### config.mk
export PLATFORM = sky130hd
export DESIGN_NAME = mdio_mgmt_master
export DESIGN_NICKNAME = d
export VERILOG_FILES = /design/src/rtl/mdio_pkg.sv /design/src/rtl/mdio_addr_regs.sv /design/src/rtl/mdio_clk_div.sv /design/src/rtl/mdio_frame_engine.sv /design/src/rtl/mdio_mgmt_master.sv
export SDC_FILE = /design/constraint.sdc
export NUM_CORES = 1
export LEC_CHECK = 0
export BUFFER_PORTS_ARGS = -buffer_cell sky130_fd_sc_hd__buf_2
export CORE_MARGIN = 2
export CORE_UTILIZATION = 38
export CTS_CLUSTER_DIAMETER = 60
export CTS_CLUSTER_SIZE = 10
export DETAILED_ROUTE_END_ITERATION = 8
export GPL_ROUTABILITY_DRIVEN = 0
export SLEW_MARGIN = 10
export SYNTH_ARGS = -nofsm -noshare
export SYNTH_HDL_FRONTEND = slang
export SYNTH_HIERARCHICAL = 1
export SYNTH_SLANG_ARGS = --single-unit
### constraint.sdc
create_clock -name clk -period 3.3 [get_ports clk]
set_clock_uncertainty 0.05 [all_clocks]
set_input_delay 0.33 -clock clk [delete_from_list [all_inputs] [get_ports clk]]
set_output_delay 0.33 -clock clk [all_outputs]
set_load 0.1 [all_outputs]
### src/rtl/mdio_pkg.sv
`timescale 1ns/1ps
package mdio_pkg;
  localparam int FRAME_BITS = 64;
  localparam int ADDR_W     = 5;
  localparam int DATA_W     = 16;
  localparam int TA_FIRST   = 46;   // first turnaround bit index
  localparam int TA_LAST    = 47;   // bit on which the PHY must pull low
  localparam int DATA_FIRST = 48;
  localparam int IDX_W      = $clog2(FRAME_BITS);

  localparam logic [1:0] ST_CODE = 2'b01;
  localparam logic [1:0] OP_RD   = 2'b10;
  localparam logic [1:0] OP_WR   = 2'b01;
  localparam logic [1:0] TA_WR   = 2'b10;

  typedef struct packed {
    logic              rd;
    logic              dev;
    logic [ADDR_W-1:0] regad;
    logic [DATA_W-1:0] wdata;
  } mdio_req_t;

  function automatic logic [FRAME_BITS-1:0] build_frame(
      input mdio_req_t req, input logic [ADDR_W-1:0] phyad);
    logic [1:0]        op;
    logic [1:0]        ta;
    logic [DATA_W-1:0] dat;
    op  = req.rd ? OP_RD : OP_WR;
    ta  = req.rd ? 2'b00 : TA_WR;
    dat = req.rd ? '0 : req.wdata;
    return {{32{1'b1}}, ST_CODE, op, phyad, req.regad, ta, dat};
  endfunction
endpackage

### src/rtl/mdio_addr_regs.sv
`timescale 1ns/1ps
module mdio_addr_regs #(
  parameter int AW = 5,
  parameter logic [AW-1:0] RST0 = '0,
  parameter logic [AW-1:0] RST1 = AW'(1)
) (
  input  logic          clk,
  input  logic          rst,
  input  logic          we,
  input  logic          sel,
  input  logic [AW-1:0] wval,
  input  logic          dev,
  output logic [AW-1:0] phyad
);
  localparam int NREG = 2;
  localparam logic [NREG*AW-1:0] RST_ALL = {RST1, RST0};

  logic [AW-1:0] regs_q [NREG];

  for (genvar g = 0; g < NREG; g++) begin : g_reg
    always_ff @(posedge clk) begin
      if (rst)
        regs_q[g] <= RST_ALL[g*AW +: AW];
      else if (we && (sel == 1'(g)))
        regs_q[g] <= wval;
    end
  end

  assign phyad = regs_q[dev];
endmodule

### src/rtl/mdio_clk_div.sv
`timescale 1ns/1ps
module mdio_clk_div #(
  parameter int HALF = 2
) (
  input  logic clk,
  input  logic rst,
  input  logic en,
  output logic mdc,
  output logic rise_evt,
  output logic fall_evt
);
  localparam int CW = (HALF > 1) ? $clog2(HALF) : 1;
  localparam logic [CW-1:0] LAST = CW'(HALF - 1);

  logic [CW-1:0] cnt_q;
  logic          wrap;

  assign wrap     = en && (cnt_q == LAST);
  assign rise_evt = wrap && !mdc;
  assign fall_evt = wrap && mdc;

  always_ff @(posedge clk) begin
    if (rst || !en) begin
      cnt_q <= '0;
      mdc   <= 1'b0;
    end else if (wrap) begin
      cnt_q <= '0;
      mdc   <= ~mdc;
    end else begin
      cnt_q <= cnt_q + CW'(1);
    end
  end
endmodule

### src/rtl/mdio_frame_engine.sv
`timescale 1ns/1ps
module mdio_frame_engine
  import mdio_pkg::*;
(
  input  logic              clk,
  input  logic              rst,
  input  logic              start,
  input  mdio_req_t         req,
  input  logic [ADDR_W-1:0] phyad,
  input  logic              rise_evt,
  input  logic              fall_evt,
  input  logic              mdio_i,
  output logic              busy,
  output logic              done,
  output logic [DATA_W-1:0] rdata,
  output logic              no_ack,
  output logic              mdio_o,
  output logic              mdio_oe
);
  localparam logic [IDX_W-1:0] LAST_BIT = IDX_W'(FRAME_BITS - 1);

  logic [FRAME_BITS-1:0] sh_q;
  logic [IDX_W-1:0]      idx_q;
  logic [IDX_W-1:0]      idx_nx;
  logic                  rd_q;
  logic                  ta_q;
  logic [DATA_W-1:0]     rsh_q;
  logic                  drive_nx;

  assign idx_nx   = idx_q + IDX_W'(1);
  assign drive_nx = !rd_q || (int'(idx_nx) < TA_FIRST);

  always_ff @(posedge clk) begin
    if (rst) begin
      sh_q    <= '0;
      idx_q   <= '0;
      rd_q    <= 1'b0;
      ta_q    <= 1'b1;
      rsh_q   <= '0;
      busy    <= 1'b0;
      done    <= 1'b0;
      rdata   <= '0;
      no_ack  <= 1'b0;
      mdio_o  <= 1'b0;
      mdio_oe <= 1'b0;
    end else begin
      done <= 1'b0;
      if (start) begin
        sh_q    <= build_frame(req, phyad);
        idx_q   <= '0;
        rd_q    <= req.rd;
        ta_q    <= 1'b1;
        busy    <= 1'b1;
        mdio_o  <= 1'b1;
        mdio_oe <= 1'b1;
      end else if (busy) begin
        if (rise_evt) begin
          if (int'(idx_q) == TA_LAST)
            ta_q <= mdio_i;
          if (int'(idx_q) >= DATA_FIRST)
            rsh_q <= {rsh_q[DATA_W-2:0], mdio_i};
        end
        if (fall_evt) begin
          if (idx_q == LAST_BIT) begin
            busy    <= 1'b0;
            done    <= 1'b1;
            mdio_o  <= 1'b0;
            mdio_oe <= 1'b0;
            if (rd_q) begin
              rdata  <= rsh_q;
              no_ack <= ta_q;
            end else begin
              no_ack <= 1'b0;
            end
          end else begin
            idx_q   <= idx_nx;
            sh_q    <= {sh_q[FRAME_BITS-2:0], 1'b0};
            mdio_o  <= sh_q[FRAME_BITS-2] && drive_nx;
            mdio_oe <= drive_nx;
          end
        end
      end
    end
  end
endmodule

### src/rtl/mdio_mgmt_master.sv
`timescale 1ns/1ps
module mdio_mgmt_master
  import mdio_pkg::*;
#(
  parameter int HALF_DIV = 2,
  parameter logic [ADDR_W-1:0] PHYAD0_RST = '0,
  parameter logic [ADDR_W-1:0] PHYAD1_RST = ADDR_W'(1)
) (
  input  logic              clk,
  input  logic              rst,
  input  logic              cmd_valid,
  input  logic              cmd_read,
  input  logic              cmd_dev,
  input  logic [ADDR_W-1:0] cmd_reg,
  input  logic [DATA_W-1:0] cmd_wdata,
  input  logic              cfg_we,
  input  logic              cfg_sel,
  input  logic [ADDR_W-1:0] cfg_phyad,
  output logic              busy,
  output logic              done,
  output logic [DATA_W-1:0] rdata,
  output logic              no_ack_err,
  output logic              mdc,
  output logic              mdio_o,
  output logic              mdio_oe,
  input  logic              mdio_i
);
  mdio_req_t         req;
  logic [ADDR_W-1:0] phyad;
  logic              accept;
  logic              rise_evt;
  logic              fall_evt;

  assign req    = '{rd: cmd_read, dev: cmd_dev, regad: cmd_reg, wdata: cmd_wdata};
  assign accept = cmd_valid && !busy;

  mdio_addr_regs #(
    .AW(ADDR_W), .RST0(PHYAD0_RST), .RST1(PHYAD1_RST)
  ) addr_i (
    .clk(clk), .rst(rst), .we(cfg_we), .sel(cfg_sel), .wval(cfg_phyad),
    .dev(cmd_dev), .phyad(phyad)
  );

  mdio_clk_div #(.HALF(HALF_DIV)) div_i (
    .clk(clk), .rst(rst), .en(busy), .mdc(mdc),
    .rise_evt(rise_evt), .fall_evt(fall_evt)
  );

  mdio_frame_engine eng_i (
    .clk(clk), .rst(rst), .start(accept), .req(req), .phyad(phyad),
    .rise_evt(rise_evt), .fall_evt(fall_evt), .mdio_i(mdio_i),
    .busy(busy), .done(done), .rdata(rdata), .no_ack(no_ack_err),
    .mdio_o(mdio_o), .mdio_oe(mdio_oe)
  );
endmodule

==> results.md, run 1 <==
- The number of clock buffers inserted by TritonCTS is 17.
- The clock latency on the worst-skew pair is a little over 0.4 ns.
- Of the available clock period, the critical path in the final layout requires 72.6%.
- For this design the static power due to leakage is 2.26 nW.
- The floorplan has 41 rows.
- The first global-routing pass estimated around 18 mm of wire.
- The most repeated cell in the gate-level netlist after synthesis is sky130_fd_sc_hd__nand2_1.
- Data on the critical path arrives at its endpoint at 2.66 ns.
- The switching power as a share of total power is between 20 and 25%.
- The count of endpoints failing hold in the final timing report came to 0.
- The post-synthesis simple-gate area fraction is around a fifth.
- From synthesis to final layout, the design area changed by 18.0%.
- The combinational family with the most area after synthesis is simple AND/OR/NAND/NOR gates.
- In this run the horizontal extent of the chip is ~120 um.
- The power per standard cell area is between 600 and 700 mW/mm^2.
- The run finished with clean final reports.
- Using the TritonRoute via totals, the vias-per-cell ratio works out to 5.17.
- After detailed routing, the average wire length per cell comes to 13.5 um.
- The clock-pin slew on the worst setup and hold paths is approximately 0.050 ns.
- The clock passes through at most 2 buffers.
- The maximum frequency from static timing analysis is 0.417 GHz.
- Of the synthesized area, sequential elements account for between 40% and 50%.
- The number of buffers added on ports is 55.
- The slowest library cell on the worst path is sky130_fd_sc_hd__a21oi_4.
- The root buffer cell is sky130_fd_sc_hd__clkbuf_16.
- Per report_power, the combinational group accounts for 6.2% of the total.
- The clock network power share is a little over half.
- The synthesized design devotes to its leading area cell type 43.9% of total area.
- Summing the areas of all compound-gate instances in the mapped netlist gives about 18% of the synthesized area.
- Counting distinct cell types in the post-synthesis netlist gives between 40 and 50.
- After clock tree synthesis, the repair step resized 0 gates.
- The warning count from the yosys run is 6.
- The number of filler instances in the final layout is 1209.
- For this run, design rule violations remaining after detail routing come to 0.
- Post-CTS timing repair inserted 0 buffers for setup.
- The headroom to the max-slew limit is roughly 37%.
- The flop and latch count out of synthesis is 120.
- For the worst setup path, the data required time is between 3 and 4 ns.
- The TritonCTS clock tree is built.
- The initial cell density of the core is between 30% and 40%.
- Setup violations remaining at the end of the flow were counted as 0.
- Setup repair after global routing left no endpoint under its margin.
- The net switching power is ~840 uW.
- By area the synthesized netlist is led by sky130_fd_sc_hd__dfxtp_1, sky130_fd_sc_hd__nand2_1, sky130_fd_sc_hd__a311oi_2.
- Sorting the synthesized cells by how often they occur yields sky130_fd_sc_hd__nand2_1, sky130_fd_sc_hd__dfxtp_1, sky130_fd_sc_hd__nor2_1.
- The standard cell core area is between 0.01 and 0.015 sq mm.
- The chip height is about 120 um.
- The async set-or-reset flop fraction in the synthesized netlist is 0%.
- The most numerous cell type found on the critical path is sky130_fd_sc_hd__nand2_1.
- The net total in the final layout is 630.
- The number of antenna diodes in the final layout is 0.
- The die area is ~0.014 sq mm.
- The number of antenna violations at the first check in global routing is 0.
- The share of synthesized area spent on multiplexers is between 4 and 5%.
- Of the total synthesized cell area, the portion taken by full adders, half adders and majority gates is less than 1%.
- The number of hold buffers added after CTS was 0.
- The number of global-route vias before repair is 3857.
- The detailed router's first-iteration violation count is 311.
- Of all cell types, the one taking the most synthesized area is sky130_fd_sc_hd__dfxtp_1.
- The aggregate global routing overflow is 0.
- The detailed placer's ending HPWL is 6.20 mm.
- The mean instance size in the synthesized netlist is 8.91 sq um.
- The mapped netlist covers 0.00501 sq mm.
- The number of H-tree levels is 4.
- For this block, the routed nets add up to ~11 mm of wire.
- For the finished layout, the period the worst path requires is between 2 and 2.5 ns.
- The most frequently used flop master after synthesis is sky130_fd_sc_hd__dfxtp_1.
- The element type at the critical path start is a flip-flop.
- The first detailed-routing pass took 4 iterations.
- Traced cell by cell, the critical path runs through and3_2 -> nand2_1 -> a21oi_4 -> buf_12 -> nand2_1 -> a311oi_1.
- The total nets after synthesis is 598.
- For this run, the total global-route usage over all layers was measured as 15.5%.
- The internal portion of the total power is 2.97 mW.
- In this design, the stage delay of the slowest critical-path cell is about 0.60 ns.
- The worst-path maximum fanout is 44.
- The final total power is between 3 and 4 mW.
- For the pin with the worst max-slew slack, the measured transition is between 0.9 and 1 ns.
- The max-slew violation count came to 0.
- Across the run, the number of max-cap violations was 0.
- The worst setup path category is reg -> reg.
- The class of the tightest hold or removal check is in -> reg.
- The count of pins on the block boundary is 56.
- The share of the synthesized netlist area taken by xor and xnor gates is 0.349%.
- The largest net degree at the start of global routing is 83.
- The count of flip-flops with a built-in enable after synthesis is 10.
- STA classifies the critical path endpoint as a flip-flop.
- The total clock sinks is 120.
- Across the VDD grid, the largest voltage drop is 0.319 mV.
- The total vias in the final route is 4033.
- In the synthesized netlist, the number of instances is 563.
- In the final layout, the share of cells above drive strength 1 is around a fifth.
- The share of total power in sequential cells is a little over two fifths.
- The number of routed nets with antenna violations is 0.
- The setup total negative slack is 0 ns.
## through the flow
| step | setup WS (ns) | std cells | util (%) | instance area, sq um | hold slack [ns] |
|---|---|---|---|---|---|
| after floorplan | 0.771 | 563 | - | 5010 | 0.382 |
| after global placement | 1.08 | 748 | 41.3 | 5280 | 0.393 |
| after detailed placement | 0.914 | 748 | 41.3 | 5280 | 0.401 |
| after CTS | 0.892 | 780 | 46.3 | 5920 | 0.104 |
| after global routing | 0.705 | 780 | 46.3 | 5920 | 0.110 |
| final | 0.904 | 780 | 46.3 | 5920 | 0.123 |
## path summary, 6_finish.rpt
| path | from | end | slack (ns) | cells after the start |
|---|---|---|---|---|
| min | cmd_wdata[0] | eng_i/sh_q[0]$_SDFFE_PP0P_ | 0.12 | 3 |
| min reg2reg | eng_i/sh_q[15]$_SDFFE_PP0P_ | eng_i/sh_q[16]$_SDFFE_PP0P_ | 0.41 | 2 |
| max | eng_i/busy$_SDFF_PP0_ | eng_i/sh_q[3]$_SDFFE_PP0P_ | 0.90 | 6 |
| max reg2reg | eng_i/busy$_SDFF_PP0_ | eng_i/sh_q[3]$_SDFFE_PP0P_ | 0.90 | 6 |
## flip-flops by register name, indices dropped and copies added (netlist names)
name	count
addr_i/regs_q	10
div_i/cnt_q	1
div_i/mdc	1
eng_i/busy	1
eng_i/done	1
eng_i/idx_q	6
eng_i/mdio_o	1
eng_i/mdio_oe	1
eng_i/no_ack	1
eng_i/rd_q	1
eng_i/rdata	16
eng_i/rsh_q	16
eng_i/sh_q	63
eng_i/ta_q	1
## cell type report
| type | count | area [sq um] | share of cell area (%) |
|---|---|---|---|
| clock buffer | 20 | 437 | 7.38 |
| clock inverter | 12 | 199 | 3.36 |
| timing repair buffer | 59 | 333 | 5.62 |
| tap | 172 | 215 | 3.64 |
| multi-input combinational | 393 | 2220 | 37.4 |
| sequential | 120 | 2500 | 42.3 |
| inverter | 4 | 15.0 | 0.254 |
## kinds of logic after synthesis
logic type               Yosys count
multiplexers                      22
flip-flops                       120
AND/OR/NAND/NOR                  251
buffers and inverters             50
XOR/XNOR                           2
AO/OA/AOI/OAI                    117
adder cells (fa/ha/maj)            1
## power groups by stage
stage	Clock, mW	Combinational, mW	Sequential (mW)
final	1.99	0.238	1.59
after global routing	2.10	0.263	1.60
after CTS	2.03	0.239	1.59
after detailed placement	0	0.237	1.62
after global placement	0	0.231	1.62
after floorplan	0	0.157	1.63
## routing by layer
metal / GRT usage [%] / up-vias / wire length, um
li1: - / 2008 / -
met2: 23.2 / 104 / 4650
met5: 0 / - / 0
met1: 20.5 / 1910 / 5310
met3: 5.27 / 11 / 490
met4: 6.10 / 0 / 98
## worst max-delay path, delay by kind of cell, from the launching register on
kind | cells | cell delay, ns
buffers and inverters | 1 | 0.29
AOI/OAI and AO/OA | 2 | 0.86
DFF | 1 | 0.51
and+or+nand+nor | 3 | 0.57
## placed cells by master, fill, tap and decap left out, drive strengths merged, types with 2 or more instances in the layout
cell type / n
inv: 5
a211oi: 2
a21oi: 41
clkbuf: 20
a311oi: 26
nand2: 168
mux2i: 17
mux2: 5
edfxtp: 10
bufinv: 5
xnor2: 2
a221oi: 2
nand3: 8
buf: 59
nor2: 45
clkinvlp: 5
or3: 4
dfxtp: 110
nor3: 3
o21ai: 6
nand2b: 9
a31oi: 36
nor3b: 3
No activity file was read; power rests on OpenSTA's default activity.
==> run 2, diff against run 1 <==
ABC_AREA = 1   (was not set)
clock period = 2.46 ns   (was 3.3 ns; I/O delays follow)
==> run 2 against run 1 <==
- cell count increased by 7.6%
- power up 26%
- critical path depth up 3
- hold slack got worse by 0.056 ns
- via count decreased by 1.2%
- clock-buffer cell count increased by 4
- clock power rose by 18%
- register-to-register slack worse by 0.67 ns
- utilization is 0.11 points lower
- fmax is 7.7% higher
- combinational power is 45% higher
- first-iteration DRC count fell by 29%
==> results.md, run 2 <==
- The flow ran to the end, and the final reports show no timing, DRC or antenna violations.
- The area overhead of the layout relative to synthesis is 20.3%.
- The largest net degree at the start of global routing is 46 (-45%).
- The setup total negative slack is 0 ns (unchanged).
- The number of vias per cell after detailed routing is 4.75 (-8.2%).
- The total clock sinks is 120 (unchanged).
- The maximum frequency from static timing analysis was 0.449 GHz (+7.7%).
- The total nets after synthesis is 640 (+7.0%).
- The async set-or-reset flop fraction in the synthesized netlist was 0% (unchanged).
- The die area came to 0.0135 sq mm (-4.3%).
- The smallest setup slack after layout is 0.235 ns (-0.669 ns).
- The antenna diode count came to 0 (unchanged).
- The count of flip-flops with a built-in enable after synthesis is 10 (unchanged).
- The final design utilization was 46.2% (-0.11 points).
- The most common cell after layout, fill and taps aside is sky130_fd_sc_hd__nor2_1.
- The required time of the worst setup path came to 2.73 ns (-0.83 ns).
- The number of clock buffers inserted by TritonCTS is 17 (unchanged).
- The horizontal die dimension came to 116 um (-2.2%).
- The average detailed-routed wire length per instance is 11.6 um (-15%).
- Sorting the synthesized cells by how often they occur yields sky130_fd_sc_hd__nor2_1, sky130_fd_sc_hd__dfxtp_1, sky130_fd_sc_hd__nand2_1.
- The post-synthesis sequential area ratio was 52.2% (+2.3 points).
- The min-delay analysis places its worst path in the category in -> reg.
- The proportion of layout cells with a drive suffix above 1 is 18.1% (-1.9 points).
- The total vias in the final route was 3984 (-1.2%).
- The number of resized instances in the post-cts repair step is 0 (unchanged).
- The actual transition at the worst max-transition pin is 0.647 ns (-0.292 ns).
- The worst setup path category is reg -> reg.
- The number of buffers added on ports is 55 (unchanged).
- The power per standard cell area was 837 mW/mm^2 (+30%).
- The count of endpoints failing hold in the final timing report was 0 (unchanged).
- The first-pass GRT wire length is 16.6 mm (-7.3%).
- The placement-stage worst setup slack is 0.223 ns (-0.690 ns).
- The cell leakage power is 2.42 nW (+7.1%).
- The post-synthesis cell area is 0.00479 sq mm (-4.5%).
- The cell count after synthesis is 605 (+7.5%).
- The count of hold-fix buffers inserted at cts is 0 (unchanged).
- The total wirelength of the detailed-routed design is 9.69 mm (-8.1%).
- The count of buffers added by post-CTS timing repair for setup is 0 (unchanged).
- The number of DRC violations after detailed routing was 0 (unchanged).
- The detailed router's first-iteration violation count was 221 (-29%).
- The largest registers in the layout are eng_i/sh_q: 63 flops, eng_i/rdata: 16 flops, eng_i/rsh_q: 16 flops.
- The critical path data arrival time came to 2.49 ns (-0.17 ns).
- The aggregate global routing overflow is 0 (unchanged).
- The number of buffers on the longest clock path is 2 (unchanged).
- The headroom to the max-slew limit was 56.8% (+20 points).
- The post-synthesis cell type count is 34 (-23%).
- The worst-path maximum fanout is 39 (-11%).
- The net total in the final layout is 690 (+9.5%).
- In the post-synthesis netlist, the biggest area contributors are sky130_fd_sc_hd__dfxtp_1, sky130_fd_sc_hd__nor2_1, sky130_fd_sc_hd__nand2_1.
- The mean instance size in the synthesized netlist is 7.92 sq um (-11%).
- Setup repair after global routing left no endpoint under its margin.
- The initial cell density of the core was 38.4% (-0.83 points).
- The number of endpoints failing setup at the final stage was 0 (unchanged).
- The count of pins on the block boundary is 56 (unchanged).
- The detailed placer's ending HPWL came to 6.39 mm (+3.2%).
- The register with the most flip-flops in the final layout is eng_i/sh_q.
- The clock-pin slew on the worst setup and hold paths is 0.05 ns (about the same).
- The count of maximum capacitance violations was 0 (unchanged).
- The standard-cell row count was 41 (unchanged).
- The standard cell core area is 0.0125 sq mm (-2.4%).
- The clock latency on the worst-skew pair came to 0.40 ns (about the same).
- The cell taking the most area after synthesis is sky130_fd_sc_hd__dfxtp_1.
- The number of iterations in the first detailed-routing pass is 4 (unchanged).
- The most repeated cell in the gate-level netlist after synthesis is sky130_fd_sc_hd__nor2_1.
- The TritonCTS clock tree is built.
- The number of global-route vias before repair is 3709 (-3.8%).
- The worst IR drop on VDD was 0.435 mV (+36%).
- Clock tree synthesis selected as its root buffer the cell sky130_fd_sc_hd__clkbuf_16.
- The fraction of the cycle the final worst path needs is 90.4% (+18 points).
- The placed instance count is 808 (+8.0%).
- The element type at the critical path start is a flip-flop.
- The area share of the largest cell type after synthesis was 46.0% (+2.1 points).
- The number of cells in the finished layout apart from fillers was 839 (+7.6%).
- The max-slew violation count is 0 (unchanged).
- The post-layout minimum cycle time is 2.23 ns (-0.171 ns).
- The global router's overall resource usage is 15.4% (-0.073 points).
- The chip height is 116 um (-2.2%).
- The top cell types in the final layout, fill and taps aside, are sky130_fd_sc_hd__nor2_1, sky130_fd_sc_hd__dfxtp_1, sky130_fd_sc_hd__nand2_1, sky130_fd_sc_hd__o21ai_0, sky130_fd_sc_hd__buf_2.
- The flop and latch count out of synthesis is 120 (unchanged).
- The worst setup path is captured at a flip-flop.
- In the synthesized netlist the dominant register cell turns out to be sky130_fd_sc_hd__dfxtp_1.
- The number of H-tree levels is 4 (unchanged).
- The number of antenna violations at the first check in global routing was 0 (unchanged).
- The warning count from the yosys run was 6 (unchanged).
- The number of routed nets with antenna violations is 0 (unchanged).
- The number of flip-flops in the largest register is 63 (unchanged).
## run 2: path summary, 6_finish.rpt
| check | startpoint | endpoint | slack (ns) | depth (start not counted) |
|---|---|---|---|---|
| worst min register to register | div_i/cnt_q$_SDFF_PP0_ | div_i/cnt_q$_SDFF_PP0_ | 0.40 | 1 |
| worst min-delay path | cmd_wdata[0] | eng_i/sh_q[0]$_SDFFE_PP0P_ | 0.07 | 3 |
| worst max-delay path | eng_i/busy$_SDFF_PP0_ | eng_i/sh_q[19]$_SDFFE_PP0P_ | 0.23 | 9 |
| worst max register to register | eng_i/busy$_SDFF_PP0_ | eng_i/sh_q[19]$_SDFFE_PP0P_ | 0.23 | 9 |
## run 2: per-layer routing
metal / track usage (%) / vias up / part of all wire (%)
met2: 26.2 / 62 / 49
met5: 0 / - / 0
met1: 18.6 / 1848 / 47
met4: 5.79 / 0 / 0.32
li1: - / 2072 / -
met3: 4.36 / 2 / 3.5
## run 2: logic make-up (layout without fill, tap and decap cells)
group	Yosys count	in the layout	share of synthesized area, %
compound gates	131	131	14.6
fa+ha+maj	1	1	0.261
buf+inv	71	133	6.69
flops	120	120	52.2
simple gates	282	282	26.2
## run 2: critical path, cell delays in order, from the launching register on
cell	delay (ns)
sky130_fd_sc_hd__dfxtp_2	0.41
sky130_fd_sc_hd__nand2_1	0.13
sky130_fd_sc_hd__nor2_4	0.16
sky130_fd_sc_hd__nand2_2	0.13
sky130_fd_sc_hd__nor2_4	0.34
sky130_fd_sc_hd__nor2_8	0.09
sky130_fd_sc_hd__inv_4	0.36
sky130_fd_sc_hd__buf_12	0.25
sky130_fd_sc_hd__nor2_1	0.05
sky130_fd_sc_hd__a211oi_1	0.16
## run 2: metrics by stage
stage	instance area, sq um	power [mW]	hold WS (ns)
6_report	5760	4.82	0.0661
5_1_grt	5760	5.03	0.0549
4_1_cts	5760	4.89	0.0470
3_5_place_dp	5180	2.51	0.398
3_3_place_gp	5180	2.50	0.395
2_1_floorplan	4790	2.42	0.273
## run 2: power by group
part           internal [mW]  leakage (nW)  switching [mW]  total, mW
Clock                   1.54         0.283           0.805       2.35
Sequential              2.08          1.00          0.0486       2.13
Combinational          0.120          1.13           0.226      0.345
## run 2: final cells by class
| type | count | area, sq um |
|---|---|---|
| Multi-Input combinational cell | 414 | 1970 |
| Clock buffer | 24 | 513 |
| Fill cell | 1241 | 6710 |
| Timing Repair Buffer | 63 | 348 |
| Inverter | 39 | 149 |
| Sequential cell | 120 | 2500 |
| Clock inverter | 7 | 65.1 |
| Tap cell | 172 | 215 |
